--- src/rtl/wcmp_pkg.sv ---
package wcmp_pkg;

    localparam int LIM_W       = 8;
    localparam int MUX_W       = 3;
    localparam int FRAME_BITS  = 1 + MUX_W + LIM_W;
    localparam int SAMPLE_RISE = FRAME_BITS + 2;
    localparam int GAP_HALVES  = 2;
    localparam int RISE_W      = $clog2(SAMPLE_RISE + 1);
    localparam int GAP_W       = $clog2(GAP_HALVES + 1);

    typedef enum logic [1:0] {
        VERD_NONE   = 2'b00,
        VERD_BELOW  = 2'b01,
        VERD_INSIDE = 2'b10,
        VERD_ABOVE  = 2'b11
    } verdict_e;

    typedef enum logic [1:0] {
        ST_IDLE,
        ST_SETUP,
        ST_FRAME,
        ST_GAP
    } seq_state_e;

    typedef struct packed {
        logic [LIM_W-1:0] lower;
        logic [MUX_W-1:0] mux;
    } job_t;

    // Bit 0 of the result is the first bit placed on the serial line.
    function automatic logic [FRAME_BITS-1:0] build_frame(
        input logic [MUX_W-1:0] mux,
        input logic [LIM_W-1:0] lim
    );
        logic [FRAME_BITS-1:0] f;
        f    = '0;
        f[0] = 1'b1;
        for (int i = 0; i < MUX_W; i++) begin
            f[1 + i] = mux[MUX_W - 1 - i];
        end
        for (int i = 0; i < LIM_W; i++) begin
            f[1 + MUX_W + i] = lim[i];
        end
        return f;
    endfunction

    function automatic verdict_e classify(input logic hi, input logic lo);
        if (hi && lo) begin
            return VERD_ABOVE;
        end
        if (!hi && !lo) begin
            return VERD_BELOW;
        end
        return VERD_INSIDE;
    endfunction

endpackage

--- src/rtl/wcmp_halftick.sv ---
module wcmp_halftick #(
    parameter int DIV_W = 16
) (
    input  logic             clk,
    input  logic             rst,
    input  logic             run,
    input  logic [DIV_W-1:0] half_div,
    output logic             tick
);
    logic [DIV_W-1:0] cnt;
    logic [DIV_W-1:0] last;

    assign last = (half_div == '0) ? '0 : half_div - DIV_W'(1);
    assign tick = run && (cnt == last);

    always_ff @(posedge clk) begin
        if (rst || !run) begin
            cnt <= '0;
        end else if (tick) begin
            cnt <= '0;
        end else begin
            cnt <= cnt + DIV_W'(1);
        end
    end
endmodule

--- src/rtl/wcmp_frame_shift.sv ---
module wcmp_frame_shift #(
    parameter int BITS = 12
) (
    input  logic            clk,
    input  logic            rst,
    input  logic            load,
    input  logic [BITS-1:0] frame,
    input  logic            shift,
    output logic            di
);
    logic [BITS-1:0] sreg;

    always_ff @(posedge clk) begin
        if (rst) begin
            sreg <= '0;
        end else if (load) begin
            sreg <= frame;
        end else if (shift) begin
            sreg <= {1'b0, sreg[BITS-1:1]};
        end
    end

    assign di = sreg[0];
endmodule

--- src/rtl/wcmp_result.sv ---
module wcmp_result
    import wcmp_pkg::*;
(
    input  logic     clk,
    input  logic     rst,
    input  logic     sample,
    input  logic     second,
    input  logic     do_bit,
    input  logic     finish,
    output verdict_e verdict,
    output logic     done
);
    logic hi_q;
    logic lo_q;

    always_ff @(posedge clk) begin
        if (rst) begin
            hi_q    <= 1'b0;
            lo_q    <= 1'b0;
            verdict <= VERD_NONE;
            done    <= 1'b0;
        end else begin
            if (sample) begin
                if (second) begin
                    lo_q <= do_bit;
                end else begin
                    hi_q <= do_bit;
                end
            end
            done <= finish;
            if (finish) begin
                verdict <= classify(hi_q, lo_q);
            end
        end
    end
endmodule

--- src/rtl/wcmp_seq.sv ---
module wcmp_seq
    import wcmp_pkg::*;
#(
    parameter int DIV_W = 16
) (
    input  logic             clk,
    input  logic             rst,
    input  logic             go,
    input  logic [LIM_W-1:0] upper_lim,
    input  logic [LIM_W-1:0] lower_lim,
    input  logic [MUX_W-1:0] mux_sel,
    input  logic [DIV_W-1:0] half_div,
    output logic             ser_cs_n,
    output logic             ser_clk,
    output logic             ser_di,
    input  logic             ser_do,
    output logic             busy,
    output logic             done,
    output logic [1:0]       verdict
);
    seq_state_e            state;
    job_t                  job;
    logic [DIV_W-1:0]      div_q;
    logic                  clk_q;
    logic                  cs_q;
    logic [RISE_W-1:0]     rise_cnt;
    logic                  frame_sel;
    logic [GAP_W-1:0]      gap_cnt;

    logic                  tick;
    logic                  load_frame;
    logic                  shift_di;
    logic                  sample_stb;
    logic                  finish_stb;
    logic [FRAME_BITS-1:0] frame_word;
    verdict_e              res_verdict;

    wcmp_halftick #(.DIV_W(DIV_W)) u_tick (
        .clk      (clk),
        .rst      (rst),
        .run      (state != ST_IDLE),
        .half_div (div_q),
        .tick     (tick)
    );

    wcmp_frame_shift #(.BITS(FRAME_BITS)) u_shift (
        .clk   (clk),
        .rst   (rst),
        .load  (load_frame),
        .frame (frame_word),
        .shift (shift_di),
        .di    (ser_di)
    );

    wcmp_result u_result (
        .clk     (clk),
        .rst     (rst),
        .sample  (sample_stb),
        .second  (frame_sel),
        .do_bit  (ser_do),
        .finish  (finish_stb),
        .verdict (res_verdict),
        .done    (done)
    );

    always_comb begin
        load_frame = 1'b0;
        shift_di   = 1'b0;
        sample_stb = 1'b0;
        finish_stb = 1'b0;
        frame_word = build_frame(job.mux, job.lower);
        unique case (state)
            ST_IDLE: begin
                if (go) begin
                    load_frame = 1'b1;
                    frame_word = build_frame(mux_sel, upper_lim);
                end
            end
            ST_FRAME: begin
                if (tick) begin
                    if (!clk_q) begin
                        sample_stb = (rise_cnt == RISE_W'(SAMPLE_RISE - 1));
                    end else begin
                        shift_di = 1'b1;
                    end
                end
            end
            ST_GAP: begin
                if (tick && gap_cnt == GAP_W'(GAP_HALVES - 1)) begin
                    if (!frame_sel) begin
                        load_frame = 1'b1;
                    end else begin
                        finish_stb = 1'b1;
                    end
                end
            end
            default: ;
        endcase
    end

    always_ff @(posedge clk) begin
        if (rst) begin
            state     <= ST_IDLE;
            job       <= '0;
            div_q     <= '0;
            clk_q     <= 1'b0;
            cs_q      <= 1'b1;
            rise_cnt  <= '0;
            frame_sel <= 1'b0;
            gap_cnt   <= '0;
        end else begin
            unique case (state)
                ST_IDLE: begin
                    if (go) begin
                        job.lower <= lower_lim;
                        job.mux   <= mux_sel;
                        div_q     <= half_div;
                        cs_q      <= 1'b0;
                        frame_sel <= 1'b0;
                        state     <= ST_SETUP;
                    end
                end
                ST_SETUP: begin
                    if (tick) begin
                        clk_q    <= 1'b1;
                        rise_cnt <= RISE_W'(1);
                        state    <= ST_FRAME;
                    end
                end
                ST_FRAME: begin
                    if (tick) begin
                        if (!clk_q) begin
                            clk_q    <= 1'b1;
                            rise_cnt <= rise_cnt + RISE_W'(1);
                        end else begin
                            clk_q <= 1'b0;
                            if (rise_cnt == RISE_W'(SAMPLE_RISE)) begin
                                cs_q    <= 1'b1;
                                gap_cnt <= '0;
                                state   <= ST_GAP;
                            end
                        end
                    end
                end
                ST_GAP: begin
                    if (tick) begin
                        if (gap_cnt == GAP_W'(GAP_HALVES - 1)) begin
                            if (!frame_sel) begin
                                cs_q      <= 1'b0;
                                frame_sel <= 1'b1;
                                state     <= ST_SETUP;
                            end else begin
                                state <= ST_IDLE;
                            end
                        end else begin
                            gap_cnt <= gap_cnt + GAP_W'(1);
                        end
                    end
                end
                default: state <= ST_IDLE;
            endcase
        end
    end

    assign ser_cs_n = cs_q;
    assign ser_clk  = clk_q;
    assign busy     = (state != ST_IDLE);
    assign verdict  = res_verdict;
endmodule

--- config.mk ---
export PLATFORM = sky130hd
export DESIGN_NAME = wcmp_seq
export DESIGN_NICKNAME = d
export VERILOG_FILES = /design/src/rtl/wcmp_pkg.sv /design/src/rtl/wcmp_halftick.sv /design/src/rtl/wcmp_frame_shift.sv /design/src/rtl/wcmp_result.sv /design/src/rtl/wcmp_seq.sv
export SDC_FILE = /design/constraint.sdc
export NUM_CORES = 1
export LEC_CHECK = 0
export BUFFER_PORTS_ARGS = -buffer_cell sky130_fd_sc_hd__clkbuf_2
export CAP_MARGIN = 0
export CORE_MARGIN = 1.5
export CORE_UTILIZATION = 50
export DETAILED_ROUTE_END_ITERATION = 8
export GPL_TIMING_DRIVEN = 0
export PLACE_DENSITY = 0.69
export SETUP_SLACK_MARGIN = 0.5
export SYNTH_ARGS = -nofsm -noshare
export SYNTH_HDL_FRONTEND = slang
export SYNTH_HIERARCHICAL = 1
export SYNTH_SLANG_ARGS = --single-unit
--- constraint.sdc ---
create_clock -name clk -period 7.05 [get_ports clk]
set_input_delay 0.705 -clock clk [delete_from_list [all_inputs] [get_ports clk]]
set_output_delay 0.705 -clock clk [all_outputs]
set_load 0.02 [all_outputs]
==> run metrics, run 1 <==
status=complete, no violations; Ys Warns=6; Yosys cell types=85; Starting Density=51.3%; Req. time, crit path=7280 ps; hpwl dp=8060 um; largest area contributor in the netlist=dfxtp_1; CTS tree=built; cell count after synthesis=548; CTS H-tree depth=3; first-pass GRT wire length=18400 um; initial drt markers=124; Final Total Pwr=0.00176 W; most frequent cells in the layout=nand2_1 (95), dfxtp_1 (71), clkbuf_2 (46), a21oi_1 (35), nor2_1 (34); final setup fails=0; Avg WL per Cell=15.2 um; Power Density=350 mW/mm^2; Die Ht=97.4 um; setup_tns=0 ps; simple-gate share of the synthesized area=31.8%; total gr overflow=0; Detail Route Antenna Nets=0; number of global-route vias before repair=3996; share of the synthesized area in the top cell type=31.9%; Slew HR=56.6%; post-route clock period utilization=67.1%; Synth async-reset ratio=0%; Synth Area in Adders=3.65%; worst slew pin tran=648 ps; pins over their slew limit=0; Total GRT Usage=23.5%; compound-gate portion of the synthesized area=18.1%; worst setup path category=flop to flop; Setup crit end kind=flop; Post-CTS Hold Buffers=0; io pins=46; Post-synth EDFFs=0; leak pwr=1.93 nW; final hold viol count=0; # rows=34; clock skew=10.2 ps; Detailed Route WL=10900 um; Synth Area in XOR/XNOR=4.52%; Clock Tree Buf Depth=2; Placed Cells=701; peak supply drop=0.000181 V; Startpoint Class=flop; via count=4102; clock-pin slew on the worst setup and hold paths=80 ps; antenna cells=0; TritonCTS Buffers=9; Layout area overhead=12.8%; mux cell area share after synthesis=4.10%; initial antenna violation count=0; clock root buffer=clkbuf_8; Synth area leaders=dfxtp_1 (32%), nand2_1 (8.0%), a21oi_1 (3.9%); IO buf count=45; syn_area_per_cell=8.13 um^2; Synth Cell Area=0.00446 mm^2; Die Area=0.00949 mm^2; unrepaired setup endpoints after global routing=no; postcts setup bufs=0; sequential fraction of the synthesis area=31.9%; fillers=829; worst-path fanout max=10; Nets=656; Routability Congestion=0.925; commonest non-fill, non-tap cell in the layout=nand2_1; clk sink count=71; Core Area=0.00868 mm^2; Hold Crit Class=flop to flop; Layout Cells excl Fill=716; min Tclk post-route=4730 ps; PostCTS Resize Cnt=0; drt pass-1 iters=4; main combinational cell family by area after synthesis=simple AND/OR/NAND/NOR gates; Seq cells post-synth=71; CP arrival=4950 ps; syn_nets=600; Achievable Freq=212 MHz; proportion of layout cells with a drive suffix above 1=18.3%; max cap viols=0; Hold Crit Depth=2; Skew-Pair Late Insertion Delay=360 ps; Primary FF master, synth=dfxtp_1; largest net degree at the start of global routing=18; detailed-route DRC error count=0; Chip Width=97.4 um; R2R cell count=17; vias per cell=5.73
-- where the power goes --
part | internal (W) | total, W | leakage, nW | switching, W
clock | 0.000206 | 0.000362 | 0.109 | 0.000156
sequential | 0.000474 | 0.000536 | 0.579 | 0.0000620
combinational | 0.000349 | 0.000862 | 1.24 | 0.000513
total | 0.00103 | 0.00176 | 1.93 | 0.000731
-- area by class of cell --
cell class,instances,area (um^2),share of cell area (%)
plain buffers,33,179,3.56
clock buffers,11,141,2.81
clock inverters,4,70.1,1.39
inverters,21,78.8,1.57
multi-input cells,423,2780,55.2
flip-flops and latches,71,1420,28.3
well taps,108,135,2.69
repair buffers,45,225,4.48
-- per-layer routing --
layer / track usage, % / share of wire, %
met5: 0 / 0
met4: 9.56 / 2.1
met2: 40.1 / 49
met1: 29.1 / 44
met3: 4.46 / 4.5
-- logic make-up after synthesis --
kind of cell             count (synthesis)
AND/OR/NAND/NOR                        261
AO/OA/AOI/OAI                          107
flip-flops                              71
buffers and inverters                   54
XOR/XNOR                                23
multiplexers                            18
adder cells (fa/ha/maj)                 13
other                                    1
-- cells in the mapped netlist, drive strengths merged, types with 2 or more instances --
cell	count
nand2	95
dfxtp	71
nor2	36
a21oi	35
inv	21
nor4	20
nor2b	19
nand3	18
buf	17
clkbuf	16
mux2i	16
o21ai	16
a211oi	15
xnor2	15
ha	13
nor3	13
nand4	10
xor2	8
and3	7
o31ai	6
or3	6
and2	5
a221oi	4
and4	4
nand2b	4
o211ai	4
or2	4
or4	4
nand4b	3
o2111ai	3
a21boi	2
a22oi	2
and2b	2
mux2	2
nand3b	2
nand4bb	2
nor3b	2
o311ai	2
or4b	2
-- worst paths after layout --
path         slack [ps]               to      from
min                 460         div_q[5]  div_q[5]
min reg2reg         460         div_q[5]  div_q[5]
max                2320  u_shift/sreg[5]  div_q[0]
max reg2reg        2320  u_shift/sreg[5]  div_q[0]
-- registers in the layout (all words and copies together) (netlist names) --
signal            cells
div_q                16
frame_sel             1
gap_cnt               2
job                  11
rise_cnt              4
ser_clk               1
ser_cs_n              1
state                 2
u_result/done         1
u_result/hi_q         1
u_result/lo_q         1
u_result/verdict      2
u_shift/sreg         12
u_tick/cnt           16
-- worst max-delay path: stages (launching register included) --
cell,delay [ps]
dfxtp_1,400
inv_1,90
ha_1,260
nor4b_4,590
nand4_2,350
mux2_2,380
nand2b_1,130
or2_0,210
or4_1,540
nor4_2,260
buf_4,240
nand3_1,110
nor2_1,120
nor2_1,50
nor2_1,210
clkbuf_1,360
nor2b_1,230
a211oi_2,60
-- metrics by stage --
step	worst slack (ps)	area (um^2)	hold slack [ps]	util (%)
floorplan	3190	4460	433	-
finish	2320	5030	459	57.9
detailed placement	2390	4820	448	55.5
CTS	2330	5030	460	57.9
global placement	2490	4820	443	55.5
global route	1900	5030	479	57.9
Power figures use the tool's default switching activity.
==> inputs of run 2 (changes only) <==
PLACE_DENSITY = 0.72   (was 0.69)
clock period = 3.9 ns   (was 7.05 ns; I/O delays follow)
==> run metrics, run 2 (same netlist as run 1, synthesis figures left out) <==
clock skew=12.9 ps; R2R cell count=16; clock-pin slew on the worst setup and hold paths=90 ps; uppermost routed layer=met4; vias per cell=5.83; commonest non-fill, non-tap cell in the layout=nand2_1; Storage cell area=0.00143 mm^2; Power Density=680 mW/mm^2; final setup fails=0; worst-path fanout max=8; Flop pwr share=25.2%; max cap viols=0; Detailed Route WL=11800 um; Core Area=0.00868 mm^2; status=complete, no violations; Placed Cells=701; CP arrival=4020 ps; proportion of layout cells with a drive suffix above 1=29.7%; Routability Congestion=0.965; setup_tns=0 ps; Starting Density=51.3%; antenna cells=0; Chip Width=97.4 um; TritonCTS Buffers=9; WHS=231 ps; Slew HR=58.7%; via count=4360; hpwl dp=7960 um; Die Area=0.00949 mm^2; Cell Int Power=0.00231 W; Setup crit end kind=flop; most frequent cells in the layout=nand2_1 (94), dfxtp_1 (67), clkbuf_2 (46), a21oi_1 (35), nor2_1 (31); Hold Crit Class=input port to flop; clk sink count=71; area of the multi-input gates=0.00302 mm^2; # rows=34; first-pass GRT wire length=19000 um; largest net degree at the start of global routing=18; Req. time, crit path=4140 ps; Total GRT Usage=24.4%; leak pwr=2.21 nW; CTS tree=built; peak supply drop=0.000417 V; worst slew pin tran=619 ps; biggest regs=div_q: 16 flops, u_tick/cnt: 16 flops, u_shift/sreg: 12 flops; total gr overflow=0; worst r2r src=div_q[3]; worst setup path category=flop to flop; pins over their slew limit=0; met1 WL=5120 um; Layout area overhead=27.4%; Comb pwr share=55.3%; Layout Cells excl Fill=748; clock root buffer=clkbuf_8; Switching Fraction=40.2%; Achievable Freq=264 MHz; Nets=687; Avg WL per Cell=15.7 um; Post-CTS Hold Buffers=0; Detail Route met2 WL=5760 um; switching power=0.00155 W; fillers=765; met3 WL post-DR=589 um; Startpoint Class=flop; drt pass-1 iters=5; post-route clock period utilization=97.0%; initial drt markers=183; IO buf count=45; Crit. Startpoint=div_q[3]; Final Total Pwr=0.00386 W; detailed-route DRC error count=0; hold path startpoint=half_div[3]; number of global-route vias before repair=4083; part of the power in the clock network=19.5%; Hold Crit Depth=3; CTS H-tree depth=3; initial antenna violation count=0; Detail Route Antenna Nets=0; Clock Tree Buf Depth=2; Skew-Pair Late Insertion Delay=360 ps; io pins=46; unrepaired setup endpoints after global routing=yes; Die Ht=97.4 um; min Tclk post-route=3780 ps; final hold viol count=0
-- run 2: cell count changes in the layout (fill, tap and decap cells not counted), sizes merged --
cell	before	now
bufinv	2	3
buf	17	47
clkbuf	72	71
clkinv	2	0
inv	21	25
-- run 2: cell type report --
type                            count  share of cell area [%]
Buffer                             33                    3.77
Clock buffer                        9                    2.18
Clock inverter                      7                    2.20
Inverter                           21                    1.52
Multi-Input combinational cell    423                    53.2
Sequential cell                    71                    25.2
Tap cell                          108                    2.38
Timing Repair Buffer               76                    9.54
-- run 2: power by group through the flow --
stage	Combinational, W	Clock [W]	Sequential, W
3_5_place_dp	0.00161	0	0.000982
5_1_grt	0.00231	0.000796	0.000989
2_1_floorplan	0.00129	0	0.000962
6_report	0.00214	0.000754	0.000973
4_1_cts	0.00182	0.000773	0.000965
3_3_place_gp	0.00159	0	0.000976
-- run 2: critical path, cell delays in order (launching register included) --
cell and delay, ps:
dfxtp_2 340, buf_8 130, or4b_4 580, nor2_4 110
a21boi_2 150, o21ai_1 60, or4b_4 540, or4_4 540
nor4_4 170, buf_6 170, nand3_4 80, nor2_4 110
nor2_2 50, nor2_4 220, clkbuf_8 190, nor2b_4 140
a211oi_2 50
-- run 2: final timing paths --
check                    end  slack (ps)
max reg2reg  u_shift/sreg[7]         120
max          u_shift/sreg[7]         120
min reg2reg         div_q[5]         460
min                 div_q[3]         230
-- run 2: per-layer routing --
metal | vias to the layer above | GRT usage (%)
li1 | 2132 | -
met1 | 2079 | 30.5
met2 | 123 | 41.1
met3 | 26 | 4.46
met4 | 0 | 10.5
met5 | - | 0
-- run 2: what timing repair did --
action | 4_1_cts | 5_1_grt
pin swaps | 16 | 19
cloned | 1 | 1
setup buffers | 15 | 14
gates resized for setup | 24 | 39
endpoints found under the setup margin | 28 | 38
-- run 2: per-stage QoR --
stage	util (%)	setup WS [ps]	cell area, um^2
after floorplan	-	243	4550
after global placement	56.6	-311	4910
after detailed placement	56.6	-352	4910
after CTS	61.9	73.4	5370
after global routing	65.4	-88.8	5680
final	65.4	116	5680
==> inputs of run 3 (changes only) <==
BUFFER_PORTS_ARGS = -buffer_cell sky130_fd_sc_hd__buf_4   (was -buffer_cell sky130_fd_sc_hd__clkbuf_2)
PLACE_DENSITY = 0.73   (was 0.72)
SYNTH_HIERARCHICAL = unset   (was 1)
==> run metrics, run 3 <==
status=complete, no violations; Cell Int Power=0.00185 W; Post-CTS Hold Buffers=0; most frequent cells in the layout=nand2_1 (84), dfxtp_1 (69), buf_4 (50), a21oi_1 (42), nor2_1 (30); Switching Fraction=38.6%; share of the synthesized area in the top cell type=35.5%; CTS tree=built; proportion of layout cells with a drive suffix above 1=21.3%; initial drt markers=173; drt pass-1 iters=5; clock-pin slew on the worst setup and hold paths=80 ps; final hold viol count=0; Flop pwr share=31.4%; cell with the most instances after synthesis=nand2_1; largest net degree at the start of global routing=14; hpwl dp=7490 um; via count=3843; Nets=614; Total GRT Usage=24.8%; pins over their slew limit=0; Skew-Pair Late Insertion Delay=350 ps; Core Area=0.00773 mm^2; Hold Crit Class=input port to flop; Die Area=0.00856 mm^2; hold path startpoint=lower_lim[1]; total gr overflow=0; R2R cell count=11; CP arrival=3750 ps; worst slew pin tran=874 ps; initial antenna violation count=0; Clock Tree Buf Depth=2; Synth Cell Area=0.00401 mm^2; Power Density=609 mW/mm^2; Commonest cells post-synth=nand2_1 (84), dfxtp_1 (71), a21oi_1 (46); WHS=280 ps; clk sink count=71; worst setup path category=flop to flop; io pins=46; Comb pwr share=44.7%; Placed Cells=647; Primary FF master, synth=dfxtp_1; leak pwr=1.86 nW; IO buf count=44; fin area=0.00496 mm^2; Final Util=64.2%; Layout area overhead=23.8%; Detail Route Antenna Nets=0; worst-path fanout max=5; WHS Endpoint=job[4]; clock root buffer=clkbuf_8; post-route clock period utilization=89.0%; Synth area leaders=dfxtp_1 (35%), nand2_1 (7.9%), a21oi_1 (5.7%); Detailed Route WL=10400 um; detailed-route DRC error count=0; antenna cells=0; worst r2r src=div_q[0]; CTS H-tree depth=3; Startpoint Class=flop; Seq cells post-synth=71; syn_area_per_cell=7.99 um^2; vias per cell=5.74; biggest regs=div_q: 16 flops, u_tick.cnt: 16 flops, u_shift.sreg: 12 flops; min Tclk post-route=3470 ps; Chip Width=92.5 um; sequential fraction of the synthesis area=35.5%; part of the power in the clock network=23.9%; setup_tns=0 ps; number of global-route vias before repair=3643; Post-synth EDFFs=0; Synth async-reset ratio=0%; commonest non-fill, non-tap cell in the layout=nand2_1; Hold Crit Depth=3; Req. time, crit path=4180 ps; FF-to-FF End=u_result.hi_q; Die Ht=92.5 um; # rows=32; TritonCTS Buffers=9; largest area contributor in the netlist=dfxtp_1; Ys Warns=0; Slew HR=41.3%; Post-Place Cell Area=0.00446 mm^2; Avg WL per Cell=15.5 um; peak supply drop=0.000374 V; Setup crit end kind=flop; Layout Cells excl Fill=670; Achievable Freq=288 MHz; Yosys cell types=62; clock skew=13.8 ps; Starting Density=51.8%; Routability Congestion=0.890; syn_nets=552; final setup fails=0; internal reg-to-reg setup slack=430 ps; cell count after synthesis=501; switching power=0.00116 W; first-pass GRT wire length=16900 um; unrepaired setup endpoints after global routing=yes; max cap viols=0
==> run 3: changes by cell type after synthesis, sizes merged, moves of 5 or more <==
| cell | delta |
|---|---|
| nor2b | -8 |
| or3 | +7 |
| buf | -12 |
| mux2 | +7 |
| nor4 | -13 |
| mux2i | -5 |
| xor2 | +7 |
| a21oi | +11 |
| nand2 | -11 |
| nor2 | -6 |
| clkbuf | +7 |
| o211ai | +6 |
| a211oi | -12 |
==> run 3: cells by family (layout without fill, tap and decap cells) <==
family,count (synthesis),after routing,synth area share [%]
XOR/XNOR,30,30,6.56
flip-flops,71,71,35.5
AND/OR/NAND/NOR,217,217,27.4
AO/OA/AOI/OAI,106,106,17.1
buffers and inverters,45,112,4.50
multiplexers,20,20,5.28
adder cells (fa/ha/maj),12,12,3.75
==> run 3: metal layers <==
| layer | up-vias | wire length [um] | GRT usage, % |
|---|---|---|---|
| met5 | - | 0 | 0 |
| met4 | 0 | 182 | 10.5 |
| met3 | 16 | 533 | 5.58 |
| met2 | 113 | 5170 | 41.9 |
| met1 | 1808 | 4500 | 30.3 |
| li1 | 1906 | - | - |
==> run 3: worst max-delay path, stage by stage, from the launching register on <==
cell	delay (ps)
dfxtp_4	370
inv_4	70
ha_4	140
or3b_4	410
or3_4	350
xor2_2	160
xnor2_1	140
o32a_1	380
or4_4	560
buf_6	170
or4b_4	510
a21oi_2	140
==> run 3: power by group through the flow <==
stage          clock (W)  combinational (W)  sequential [W]
6_report        0.000721            0.00135        0.000949
5_1_grt         0.000766            0.00150        0.000964
4_1_cts         0.000731            0.00124        0.000941
3_5_place_dp           0            0.00118        0.000953
3_3_place_gp           0            0.00116        0.000948
2_1_floorplan          0           0.000892        0.000937
==> run 3: metrics by stage <==
step	worst slack (ps)	total power [W]
after floorplan	515	0.00183
after global placement	120	0.00211
after detailed placement	59.8	0.00213
after CTS	503	0.00292
after global routing	357	0.00323
final	430	0.00302
==> run 3: layout make-up <==
type	instances	area [um^2]
fill	665	2770
multi-input combinational	385	2550
sequential	71	1430
timing repair buffer	51	399
buffer	28	143
tap	102	128
clock buffer	9	124
clock inverter	7	120
inverter	17	66.3
==> run 3: worst max-delay path by stage <==
stage                     startpoint                   to  slack, ps  cells past startpoint
after floorplan             div_q[0]  u_result.verdict[0]        520                     11
after global placement      div_q[0]     u_shift.sreg[11]        120                     11
after detailed placement    div_q[0]     u_shift.sreg[11]         60                     11
after CTS                   div_q[0]        u_result.hi_q        500                     11
after global routing        div_q[5]        u_result.hi_q        360                     11
final                       div_q[0]        u_result.hi_q        430                     11
==> run 3: repair_timing <==
item | CTS | global route
resized for setup | 22 | 36
setup buffers | 3 | 3
pin swaps | 4 | 8
setup endpoints to repair | 38 | 38
cloned | 1 | 0
